File: src/rtl/tso_pkg.sv
package tso_pkg;
  localparam logic [1:0] DT_DATA = 2'd0;
  localparam logic [1:0] DT_CTX  = 2'd1;

  typedef enum logic [1:0] {
    ST_COLLECT = 2'd0,
    ST_EMIT    = 2'd1,
    ST_REL     = 2'd2
  } plan_state_e;
endpackage

File: src/rtl/tso_unit_acc.sv
module tso_unit_acc
  import tso_pkg::*;
#(
  parameter int LEN_W = 16,
  parameter int BUF_W = 14,
  parameter int MSS_W = 14,
  parameter int CNT_W = 6,
  parameter int MAC_W = 7,
  parameter int IP_W  = 7,
  parameter int L4_W  = 4,
  parameter int MTU   = 1514
) (
  input  logic             clk_i,
  input  logic             rst_ni,
  input  logic             take_i,
  input  logic             clear_i,
  input  logic [1:0]       desc_type_i,
  input  logic             desc_eop_i,
  input  logic             desc_tso_i,
  input  logic [MSS_W-1:0] desc_mss_i,
  input  logic [BUF_W-1:0] desc_len_i,
  input  logic [MAC_W-1:0] desc_mac_i,
  input  logic [IP_W-1:0]  desc_ip_i,
  input  logic [L4_W-1:0]  desc_l4_i,
  output logic             tso_o,
  output logic [LEN_W-1:0] mss_o,
  output logic [LEN_W-1:0] total_o,
  output logic [LEN_W-1:0] hdr_o,
  output logic [CNT_W-1:0] cnt_o,
  output logic             done_o,
  output logic             bad_o
);
  localparam logic [LEN_W-1:0] MTU_L = LEN_W'(MTU);

  logic             tso_q;
  logic [MSS_W-1:0] mss_q;
  logic [LEN_W-1:0] total_q, hdr_q, total_nx, hdr_nx;
  logic [CNT_W-1:0] cnt_q;
  logic is_data, ctx_ok, eop_hit, mtu_bad, mss_bad;

  assign is_data  = desc_type_i == DT_DATA;
  assign ctx_ok   = (desc_type_i == DT_CTX) && (cnt_q == '0);
  assign eop_hit  = is_data && desc_eop_i;
  assign total_nx = total_q + LEN_W'(desc_len_i);
  assign hdr_nx   = (LEN_W'(desc_mac_i) << 1) + (LEN_W'(desc_ip_i) << 2)
                  + (LEN_W'(desc_l4_i) << 2);
  assign mtu_bad  = eop_hit && !tso_q && (total_nx > MTU_L);
  assign mss_bad  = eop_hit && tso_q && (mss_q == '0);

  assign bad_o  = take_i && ((!is_data && !ctx_ok) || mtu_bad || mss_bad);
  assign done_o = take_i && eop_hit && !mtu_bad && !mss_bad;

  always_ff @(posedge clk_i or negedge rst_ni) begin
    if (!rst_ni) begin
      tso_q <= 1'b0; mss_q <= '0; total_q <= '0; hdr_q <= '0; cnt_q <= '0;
    end else if (clear_i) begin
      tso_q <= 1'b0; mss_q <= '0; total_q <= '0; hdr_q <= '0; cnt_q <= '0;
    end else if (take_i) begin
      cnt_q <= cnt_q + CNT_W'(1);
      if (ctx_ok) begin
        tso_q <= desc_tso_i;
        mss_q <= desc_mss_i;
      end
      if (is_data) total_q <= total_nx;
      if (eop_hit) hdr_q <= hdr_nx;
    end
  end

  assign tso_o   = tso_q;
  assign mss_o   = LEN_W'(mss_q);
  assign total_o = total_q;
  assign hdr_o   = hdr_q;
  assign cnt_o   = cnt_q;
endmodule

File: src/rtl/tso_seg_plan.sv
module tso_seg_plan #(
  parameter int LEN_W = 16
) (
  input  logic             tso_i,
  input  logic             first_i,
  input  logic [LEN_W-1:0] off_i,
  input  logic [LEN_W-1:0] total_i,
  input  logic [LEN_W-1:0] hdr_i,
  input  logic [LEN_W-1:0] mss_i,
  output logic [LEN_W-1:0] start_o,
  output logic [LEN_W-1:0] end_o,
  output logic [LEN_W-1:0] len_o,
  output logic [LEN_W-1:0] pay_o,
  output logic             last_o
);
  logic [LEN_W:0]   lim;
  logic [LEN_W-1:0] end_t, start_t, held, len_t, body;

  always_comb begin
    lim     = first_i ? ({1'b0, hdr_i} + {1'b0, mss_i}) : ({1'b0, off_i} + {1'b0, mss_i});
    end_t   = (lim > {1'b0, total_i}) ? total_i : lim[LEN_W-1:0];
    start_t = first_i ? '0 : off_i;
    held    = first_i ? '0 : hdr_i;
    len_t   = held + (end_t - start_t);
    body    = (len_t > hdr_i) ? (len_t - hdr_i) : '0;
    if (tso_i) begin
      start_o = start_t;
      end_o   = end_t;
      len_o   = len_t;
      pay_o   = (body > mss_i) ? mss_i : body;
      last_o  = end_t >= total_i;
    end else begin
      start_o = '0;
      end_o   = total_i;
      len_o   = total_i;
      pay_o   = '0;
      last_o  = 1'b1;
    end
  end
endmodule

File: src/rtl/tso_planner.sv
module tso_planner
  import tso_pkg::*;
#(
  parameter int LEN_W = 16,
  parameter int BUF_W = 14,
  parameter int MSS_W = 14,
  parameter int CNT_W = 6,
  parameter int MAC_W = 7,
  parameter int IP_W  = 7,
  parameter int L4_W  = 4,
  parameter int MTU   = 1514
) (
  input  logic             clk_i,
  input  logic             rst_ni,
  input  logic             desc_valid_i,
  output logic             desc_ready_o,
  input  logic [1:0]       desc_type_i,
  input  logic             desc_eop_i,
  input  logic             desc_tso_i,
  input  logic [MSS_W-1:0] desc_mss_i,
  input  logic [BUF_W-1:0] desc_len_i,
  input  logic [MAC_W-1:0] desc_mac_i,
  input  logic [IP_W-1:0]  desc_ip_i,
  input  logic [L4_W-1:0]  desc_l4_i,
  output logic             seg_valid_o,
  input  logic             seg_ready_i,
  output logic [LEN_W-1:0] seg_start_o,
  output logic [LEN_W-1:0] seg_end_o,
  output logic [LEN_W-1:0] seg_len_o,
  output logic [LEN_W-1:0] seg_pay_o,
  output logic             seg_last_o,
  output logic             rel_valid_o,
  output logic [CNT_W-1:0] rel_count_o,
  output logic             err_o
);
  plan_state_e      state_q;
  logic [LEN_W-1:0] off_q;
  logic             first_q, err_q;
  logic             take, clear, done, bad, tso;
  logic [LEN_W-1:0] mss, total, hdr;
  logic [CNT_W-1:0] cnt;

  assign take  = desc_valid_i && desc_ready_o;
  assign clear = state_q == ST_REL;

  tso_unit_acc #(
    .LEN_W(LEN_W), .BUF_W(BUF_W), .MSS_W(MSS_W), .CNT_W(CNT_W),
    .MAC_W(MAC_W), .IP_W(IP_W), .L4_W(L4_W), .MTU(MTU)
  ) u_acc (
    .clk_i, .rst_ni,
    .take_i(take), .clear_i(clear),
    .desc_type_i, .desc_eop_i, .desc_tso_i, .desc_mss_i, .desc_len_i,
    .desc_mac_i, .desc_ip_i, .desc_l4_i,
    .tso_o(tso), .mss_o(mss), .total_o(total), .hdr_o(hdr), .cnt_o(cnt),
    .done_o(done), .bad_o(bad)
  );

  tso_seg_plan #(.LEN_W(LEN_W)) u_plan (
    .tso_i(tso), .first_i(first_q), .off_i(off_q), .total_i(total),
    .hdr_i(hdr), .mss_i(mss),
    .start_o(seg_start_o), .end_o(seg_end_o), .len_o(seg_len_o),
    .pay_o(seg_pay_o), .last_o(seg_last_o)
  );

  always_ff @(posedge clk_i or negedge rst_ni) begin
    if (!rst_ni) begin
      state_q <= ST_COLLECT;
      off_q   <= '0;
      first_q <= 1'b1;
      err_q   <= 1'b0;
    end else begin
      unique case (state_q)
        ST_COLLECT: begin
          if (bad) begin
            state_q <= ST_REL;
            err_q   <= 1'b1;
          end else if (done) begin
            state_q <= ST_EMIT;
            off_q   <= '0;
            first_q <= 1'b1;
          end
        end
        ST_EMIT: begin
          if (seg_ready_i) begin
            off_q   <= seg_end_o;
            first_q <= 1'b0;
            if (seg_last_o) state_q <= ST_REL;
          end
        end
        ST_REL: begin
          state_q <= ST_COLLECT;
          err_q   <= 1'b0;
          off_q   <= '0;
          first_q <= 1'b1;
        end
        default: state_q <= ST_COLLECT;
      endcase
    end
  end

  assign desc_ready_o = state_q == ST_COLLECT;
  assign seg_valid_o  = state_q == ST_EMIT;
  assign rel_valid_o  = state_q == ST_REL;
  assign rel_count_o  = cnt;
  assign err_o        = rel_valid_o && err_q;


  seg_after_eop_chk: assert property (@(posedge clk_i) disable iff (!rst_ni)
    $rose(seg_valid_o) |-> $past(desc_valid_i && desc_ready_o && desc_eop_i));


  seg_chain_chk: assert property (@(posedge clk_i) disable iff (!rst_ni)
    seg_valid_o && seg_ready_i && !seg_last_o |=> seg_valid_o && seg_start_o == $past(seg_end_o));


  pay_cap_chk: assert property (@(posedge clk_i) disable iff (!rst_ni)
    seg_valid_o && tso |-> seg_pay_o <= mss && seg_end_o <= total);


  seg_hold_chk: assert property (@(posedge clk_i) disable iff (!rst_ni)
    seg_valid_o && !seg_ready_i |=> seg_valid_o && $stable(seg_start_o)
      && $stable(seg_end_o) && $stable(seg_len_o) && $stable(seg_pay_o));


  rel_then_ready_chk: assert property (@(posedge clk_i) disable iff (!rst_ni)
    rel_valid_o |=> desc_ready_o && !rel_valid_o);


  bad_type_err_chk: assert property (@(posedge clk_i) disable iff (!rst_ni)
    desc_valid_i && desc_ready_o && desc_type_i[1] |=> err_o);
endmodule

File: config.mk
export PLATFORM = sky130hd
export DESIGN_NAME = tso_planner
export DESIGN_NICKNAME = d
export VERILOG_FILES = /design/src/rtl/tso_pkg.sv /design/src/rtl/tso_unit_acc.sv /design/src/rtl/tso_seg_plan.sv /design/src/rtl/tso_planner.sv
export SDC_FILE = /design/constraint.sdc
export NUM_CORES = 1
export LEC_CHECK = 0
export ABC_AREA = 1
export BUFFER_PORTS_ARGS = -buffer_cell sky130_fd_sc_hd__buf_4
export CELL_PAD_IN_SITES_DETAIL_PLACEMENT = 1
export CELL_PAD_IN_SITES_GLOBAL_PLACEMENT = 1
export CORE_ASPECT_RATIO = 0.5
export CORE_MARGIN = 1.5
export CORE_UTILIZATION = 43
export CTS_BUF_LIST = sky130_fd_sc_hd__clkbuf_2
export DETAILED_ROUTE_END_ITERATION = 12
export PLACE_DENSITY = 0.91
export SLEW_MARGIN = 20
export SYNTH_ARGS = -nofsm -noshare
export SYNTH_HDL_FRONTEND = slang
export SYNTH_SLANG_ARGS = --single-unit
File: constraint.sdc
create_clock -name clk_i -period 16.7 [get_ports clk_i]
set_input_delay 4.175 -clock clk_i [delete_from_list [all_inputs] [get_ports clk_i]]
set_output_delay 4.175 -clock clk_i [all_outputs]
set_load 0.1 [all_outputs]
==> results.md, run 1 <==
- Flops & latches, synth: 67
- Rows: 35
- Placement Setup Slack: 1.43 ns
- Share of layout cells above drive strength 1: 13.6%
- Max-slew violations: 0
- Sequential area share after synthesis: 20.0%
- Final worst-path cycle share: 92.3%
- Cell variety after synth: 50
- Worst-path clk slew: 0.20 ns
- Worst slew pin tran: 1.14 ns
- Launch point of the worst path: first_q
- Worst reg2reg path startpoint: first_q
- Detail Placement HPWL: 26500 um
- Largest family of logic cells by synthesized area: simple AND/OR/NAND/NOR gates
- Commonest cells after routing, fill and taps aside: 265 x nand2_1, 192 x inv_1, 128 x buf_4, 115 x ha_1, 109 x o21ai_0
- Clock Latency Late Sink: 0.59 ns
- Num ports: 129
- WL/cell: 19.5 um
- Hold_sp: off_q[10]
- FF/Latch Area: 1680 um^2
- Largest net degree at the start of global routing: 68
- Complex-gate fraction of the synthesized area: 16.5%
- Adder-Cell Fraction of Synth Area: 21.0%
- Final core occ: 51.8%
- Most common cell after layout, fill and taps aside: nand2_1
- Worst Path Max Fanout: 24
- Synth Area in XOR/XNOR: 4.89%
- CTS tree: built
- Max cap viols: 0
- CORE AREA: 18700 um^2
- # setup viols final: 0
- Cts bufs inserted: 9
- Unrepaired setup endpoints after global routing: false
- DIE AREA: 20400 um^2
- First-pass DRT Iterations: 5
- Total track usage: 31.8%
- Syn avg cell area: 6.75 um^2
- Routed vias: 8996
- Post-Synthesis Cells: 1243
- Residual DRC count: 0
- Longest Clk Path Bufs: 2
- Post-Syn Area: 8390 um^2
- Ys Warns: 0
- Post-synthesis mux area share: 0%
- Final Skew: 0.0692 ns
- CP max stage delay: 0.76 ns
- Layout area overhead: 15.6%
- Hold Slack: 0.536 ns
- Final WL: 31600 um
- Setup TNS: 0 ns
- DIE WIDTH: 201 um
- Most used cell, CP: nand2_1
- Die height: 102 um
- CP Launch Type: flop
- HP Class: flop to flop
- CP required: 12.52 ns
- Final setup margin: 1.29 ns
- Drt initial violations: 511
- Final Hold Viols: 0
- Initial antenna violation count: 0
- Antenna-violating nets left: 0
- IO Port Bufs: 126
- Routed vias/inst: 5.55
- Filler cells: 2573
- Multi-input logic area: 5860 um^2
- First-pass GRT wire length: 50100 um
- H-Tree Depth: 3
- CP Capture Type: output port
- Gp weighted congestion: 0.909
- Slowest cell on crit path: dfstp_4
- CTS root buf: clkbuf_2
- Crit Path Class: flop to output port
- Status: finished clean
- Vias in the first global route: 9325
- CTS sink cnt: 67
- Relative slew slack: 24.2%
- Fmax: 64.9 MHz
- Starting Density: 44.8%
- Clock period minus worst slack: 15.41 ns
- WP data arrival: 11.23 ns
- Overflow after GRT: 0
- # diodes: 0
- Post-synthesis simple-gate area fraction: 27.1%
- Nets: 1543
-- synth_stat cells (all sizes together) --
master / number / area share (%)
o2111ai: 5 / 0.52
nand4: 27 / 2.0
inv: 197 / 8.8
nor2: 103 / 4.6
o21bai: 8 / 0.72
a21boi: 4 / 0.45
nand2: 273 / 13
o221ai: 1 / 0.10
or2: 12 / 0.89
nor4b: 1 / 0.10
conb: 1 / 0.045
xnor2: 13 / 1.4
clkbuf: 20 / 0.91
and2: 1 / 0.075
fa: 16 / 3.8
dfstp: 1 / 0.31
o21ai: 114 / 6.9
a31oi: 3 / 0.22
o22ai: 17 / 1.3
nor3: 25 / 1.5
clkinv: 2 / 0.089
o31ai: 3 / 0.27
nand3: 70 / 4.6
o21a: 1 / 0.089
a21oi: 83 / 5.0
nand3b: 5 / 0.45
xor2: 33 / 3.4
nor4: 4 / 0.30
a21o: 3 / 0.27
dfrtp: 66 / 20
buf: 8 / 0.73
a211oi: 3 / 0.27
o211ai: 5 / 0.45
ha: 115 / 17
-- path summary, 6_finish.rpt --
path	slack (ns)	depth (start not counted)	endpoint
worst max register to register	9.77	38	state_q[1]
worst max-delay path	1.29	65	seg_pay_o[1]
min in group asynchronous	3.68	1	u_acc.hdr_o[7]
worst min-delay path	0.54	2	off_q[10]
worst min register to register	0.54	2	off_q[10]
max in group asynchronous	12.33	1	u_acc.total_o[12]
-- layer usage --
metal  wire length (um)  global-route usage, %
met1              15200                   43.7
met4                378                   6.30
met3               2160                   7.43
met5                  0                      0
met2              13900                   51.4
-- per-stage QoR --
| stage | std cells | cell area, um^2 |
|---|---|---|
| 2_1_floorplan | 1244 | 8400 |
| 3_3_place_gp | 1604 | 9560 |
| 3_5_place_dp | 1604 | 9560 |
| 4_1_cts | 1620 | 9670 |
| 5_1_grt | 1622 | 9710 |
| 6_report | 1622 | 9710 |
-- kinds of logic after synthesis --
group | count (synthesis)
AOI/OAI and AO/OA | 250
xor gates and xnor gates | 46
adders and majority gates | 131
buffers and inverters | 227
DFF | 67
other | 1
and+or+nand+nor | 521
-- critical path: cells and delay by family, from the launching register on --
family / cells / cell delay (ns)
compound gates: 12 / 1.73
xor+xnor: 2 / 0.49
fa+ha+maj: 7 / 2.52
buf+inv: 10 / 1.10
flops: 1 / 0.76
simple gates: 34 / 4.03
-- repair_timing --
item                                    4_1_cts  5_1_grt
buffers inserted                              0        1
hold buffers                                  0        0
endpoints found under the setup margin        0       14
resized for setup                             0        7
-- state kept, by name (all words and copies together), names as in the netlist --
| signal | cells |
|---|---|
| first_q | 1 |
| u_acc.cnt_o | 6 |
| err_q | 1 |
| u_acc.tso_o | 1 |
| state_q | 2 |
| u_acc.hdr_o | 10 |
| u_acc.mss_q | 14 |
| u_acc.total_o | 16 |
| off_q | 16 |
-- layout make-up --
type	count	share of cell area, %
clock buffer	10	0.516
tap	259	3.34
sequential	67	17.3
timing repair buffer	130	10.1
inverter	199	7.70
clock inverter	6	0.580
multi-input combinational	951	60.4
Power of run 1 is left out: the tool's default activity adds up to more than one toggle a clock period on the data nets, which glitch-free logic cannot reach.
==> run 2, diff against run 1 <==
Settings changed: PLACE_DENSITY 0.91 to unset, PLACE_DENSITY_LB_ADDON set to 0.1.
==> run 2 against run 1 <==
Net effect:
- first-iteration DRC count up 5.9%
- die area unchanged
- clock-buffer cell count down 1
- worst hold slack about the same
- global-route usage up 0.055 points
- cell count up 0.12%
==> results.md, run 2 (same netlist as run 1, synthesis figures left out) <==
- Status: finished clean
- Final Skew: 0.0271 ns (-0.0421 ns)
- H-Tree Depth: 3 (unchanged)
- Vias in the first global route: 9283 (-0.45%)
- Residual DRC count: 0 (unchanged)
- Worst reg2reg path depth: 34 (-11%)
- Slowest cell on crit path: dfstp_4
- CTS root buf: clkbuf_2
- CP required: 12.52 ns (about the same)
- Final setup margin: 0.952 ns (-0.341 ns)
- Total track usage: 31.8% (+0.055 points)
- # setup viols final: 0 (unchanged)
- Detail Placement HPWL: 26600 um (+0.25%)
- Clock Latency Late Sink: 0.63 ns (+0.04 ns)
- Initial antenna violation count: 1 (+1)
- Worst-path clk slew: 0.25 ns (+0.05 ns)
- First-pass DRT Iterations: 4 (-1)
- Placement Setup Slack: 1.46 ns (+0.0293 ns)
- Relative slew slack: 35.1% (+11 points)
- WP data arrival: 11.57 ns (+0.34 ns)
- Most used cell, CP: nand2_1
- Max-slew violations: 0 (unchanged)
- Drt initial violations: 541 (+5.9%)
- Routed vias/inst: 5.61 (+1.2%)
- HP Class: flop to flop
- Final worst-path cycle share: 94.3% (+2.0 points)
- Cts bufs inserted: 9 (unchanged)
- IO Port Bufs: 126 (unchanged)
- First-pass GRT wire length: 50100 um (-0.11%)
- Largest net degree at the start of global routing: 68 (unchanged)
- Hold_sp: off_q[7]
- CP max stage delay: 0.78 ns (+0.02 ns)
- Crit Path Class: flop to output port
- Hold Slack: 0.536 ns (+0.0000100 ns)
- Nets: 1543 (unchanged)
- Final Hold Viols: 0 (unchanged)
- Routed vias: 9114 (+1.3%)
- Share of layout cells above drive strength 1: 13.6% (-0.073 points)
- Max cap viols: 0 (unchanged)
- Antenna-violating nets left: 0 (unchanged)
- CP delay by family, top: simple AND/OR/NAND/NOR gates
- Num ports: 129 (unchanged)
- Fmax: 63.5 MHz (-2.2%)
- Filler cells: 2554 (-0.74%)
- CTS tree: built
- Longest Clk Path Bufs: 2 (unchanged)
- WL/cell: 19.8 um (+1.7%)
- Hold_buf cts: 0 (unchanged)
- Worst Hold Depth: 2 (unchanged)
- Flop2flop setup slack: 9.77 ns (about the same)
- Reg-to-Reg End: state_q[1]
- CP Launch Type: flop
- Gp weighted congestion: 0.928 (+2.1%)
- Worst reg2reg path startpoint: first_q
- Overflow after GRT: 0 (unchanged)
- Commonest cells after routing, fill and taps aside: 265 x nand2_1, 193 x inv_1, 129 x buf_4, 115 x ha_1, 108 x o21ai_0
- Worst slew pin tran: 0.974 ns (-0.163 ns)
- DIE WIDTH: 201 um (unchanged)
- Starting Density: 44.8% (unchanged)
- Post-DP Area: 9560 um^2 (unchanged)
- CORE AREA: 18700 um^2 (unchanged)
- Post-route cell area: 9750 um^2 (+0.49%)
- FF/Latch Area: 1680 um^2 (about the same)
- Multi-input logic area: 5860 um^2 (about the same)
- Levels on crit path: 58 (-11%)
- Hold Crit Endpoint: off_q[7]
- CP Buf/Inv Count: 8 (-2)
- Layout area overhead: 16.2%
- Final WL: 32200 um (+1.9%)
- Worst Path Max Fanout: 24 (unchanged)
- Most common cell after layout, fill and taps aside: nand2_1
- Die height: 102 um (unchanged)
- DIE AREA: 20400 um^2 (unchanged)
- CP Capture Type: output port
- CTS sink cnt: 67 (unchanged)
- Rows: 35 (unchanged)
- Clock period minus worst slack: 15.75 ns (+0.341 ns)
-- run 2: worst min-delay path: cells and delay by family (launching register included) --
kind,cells,cell delay [ns]
compound gates,1,0.06
simple gates,1,0.05
flops,1,0.41
-- run 2: stage by stage --
step                      TNS, ns  std cells  utilization [%]
final                           0       1624             52.0
after global routing       -0.228       1624             52.0
after CTS                       0       1620             51.8
after detailed placement        0       1604             51.0
after global placement          0       1604             51.0
after floorplan                 0       1244                -
-- run 2: timing repair --
action	in CTS	in global routing
setup endpoints to repair	0	14
buffers inserted	0	1
resized for setup	0	4
-- run 2: per-layer routing --
metal,global-route usage (%),vias to the layer above,wire length (um)
li1,-,4348,-
met1,44.0,4495,15700
met2,51.3,238,13900
met3,7.27,33,2140
met4,6.25,0,402
met5,0,-,0
-- run 2: final cells by class --
| cell class | count | share of cell area, % |
|---|---|---|
| diodes | 2 | 0.0513 |
| clock buffers | 9 | 0.462 |
| clock inverters | 7 | 1.05 |
| inverters | 199 | 7.66 |
| multi-input cells | 951 | 60.1 |
| flip-flops and latches | 67 | 17.3 |
| well taps | 259 | 3.32 |
| repair buffers | 130 | 10.1 |
-- run 2: worst max-delay path by stage --
stage	from	to
3_5_place_dp	first_q	seg_pay_o[0]
6_report	first_q	seg_pay_o[0]
4_1_cts	first_q	seg_pay_o[0]
3_3_place_gp	first_q	seg_pay_o[12]
5_1_grt	first_q	seg_pay_o[0]
2_1_floorplan	first_q	seg_pay_o[10]
Power of run 2 is left out for the same reason.
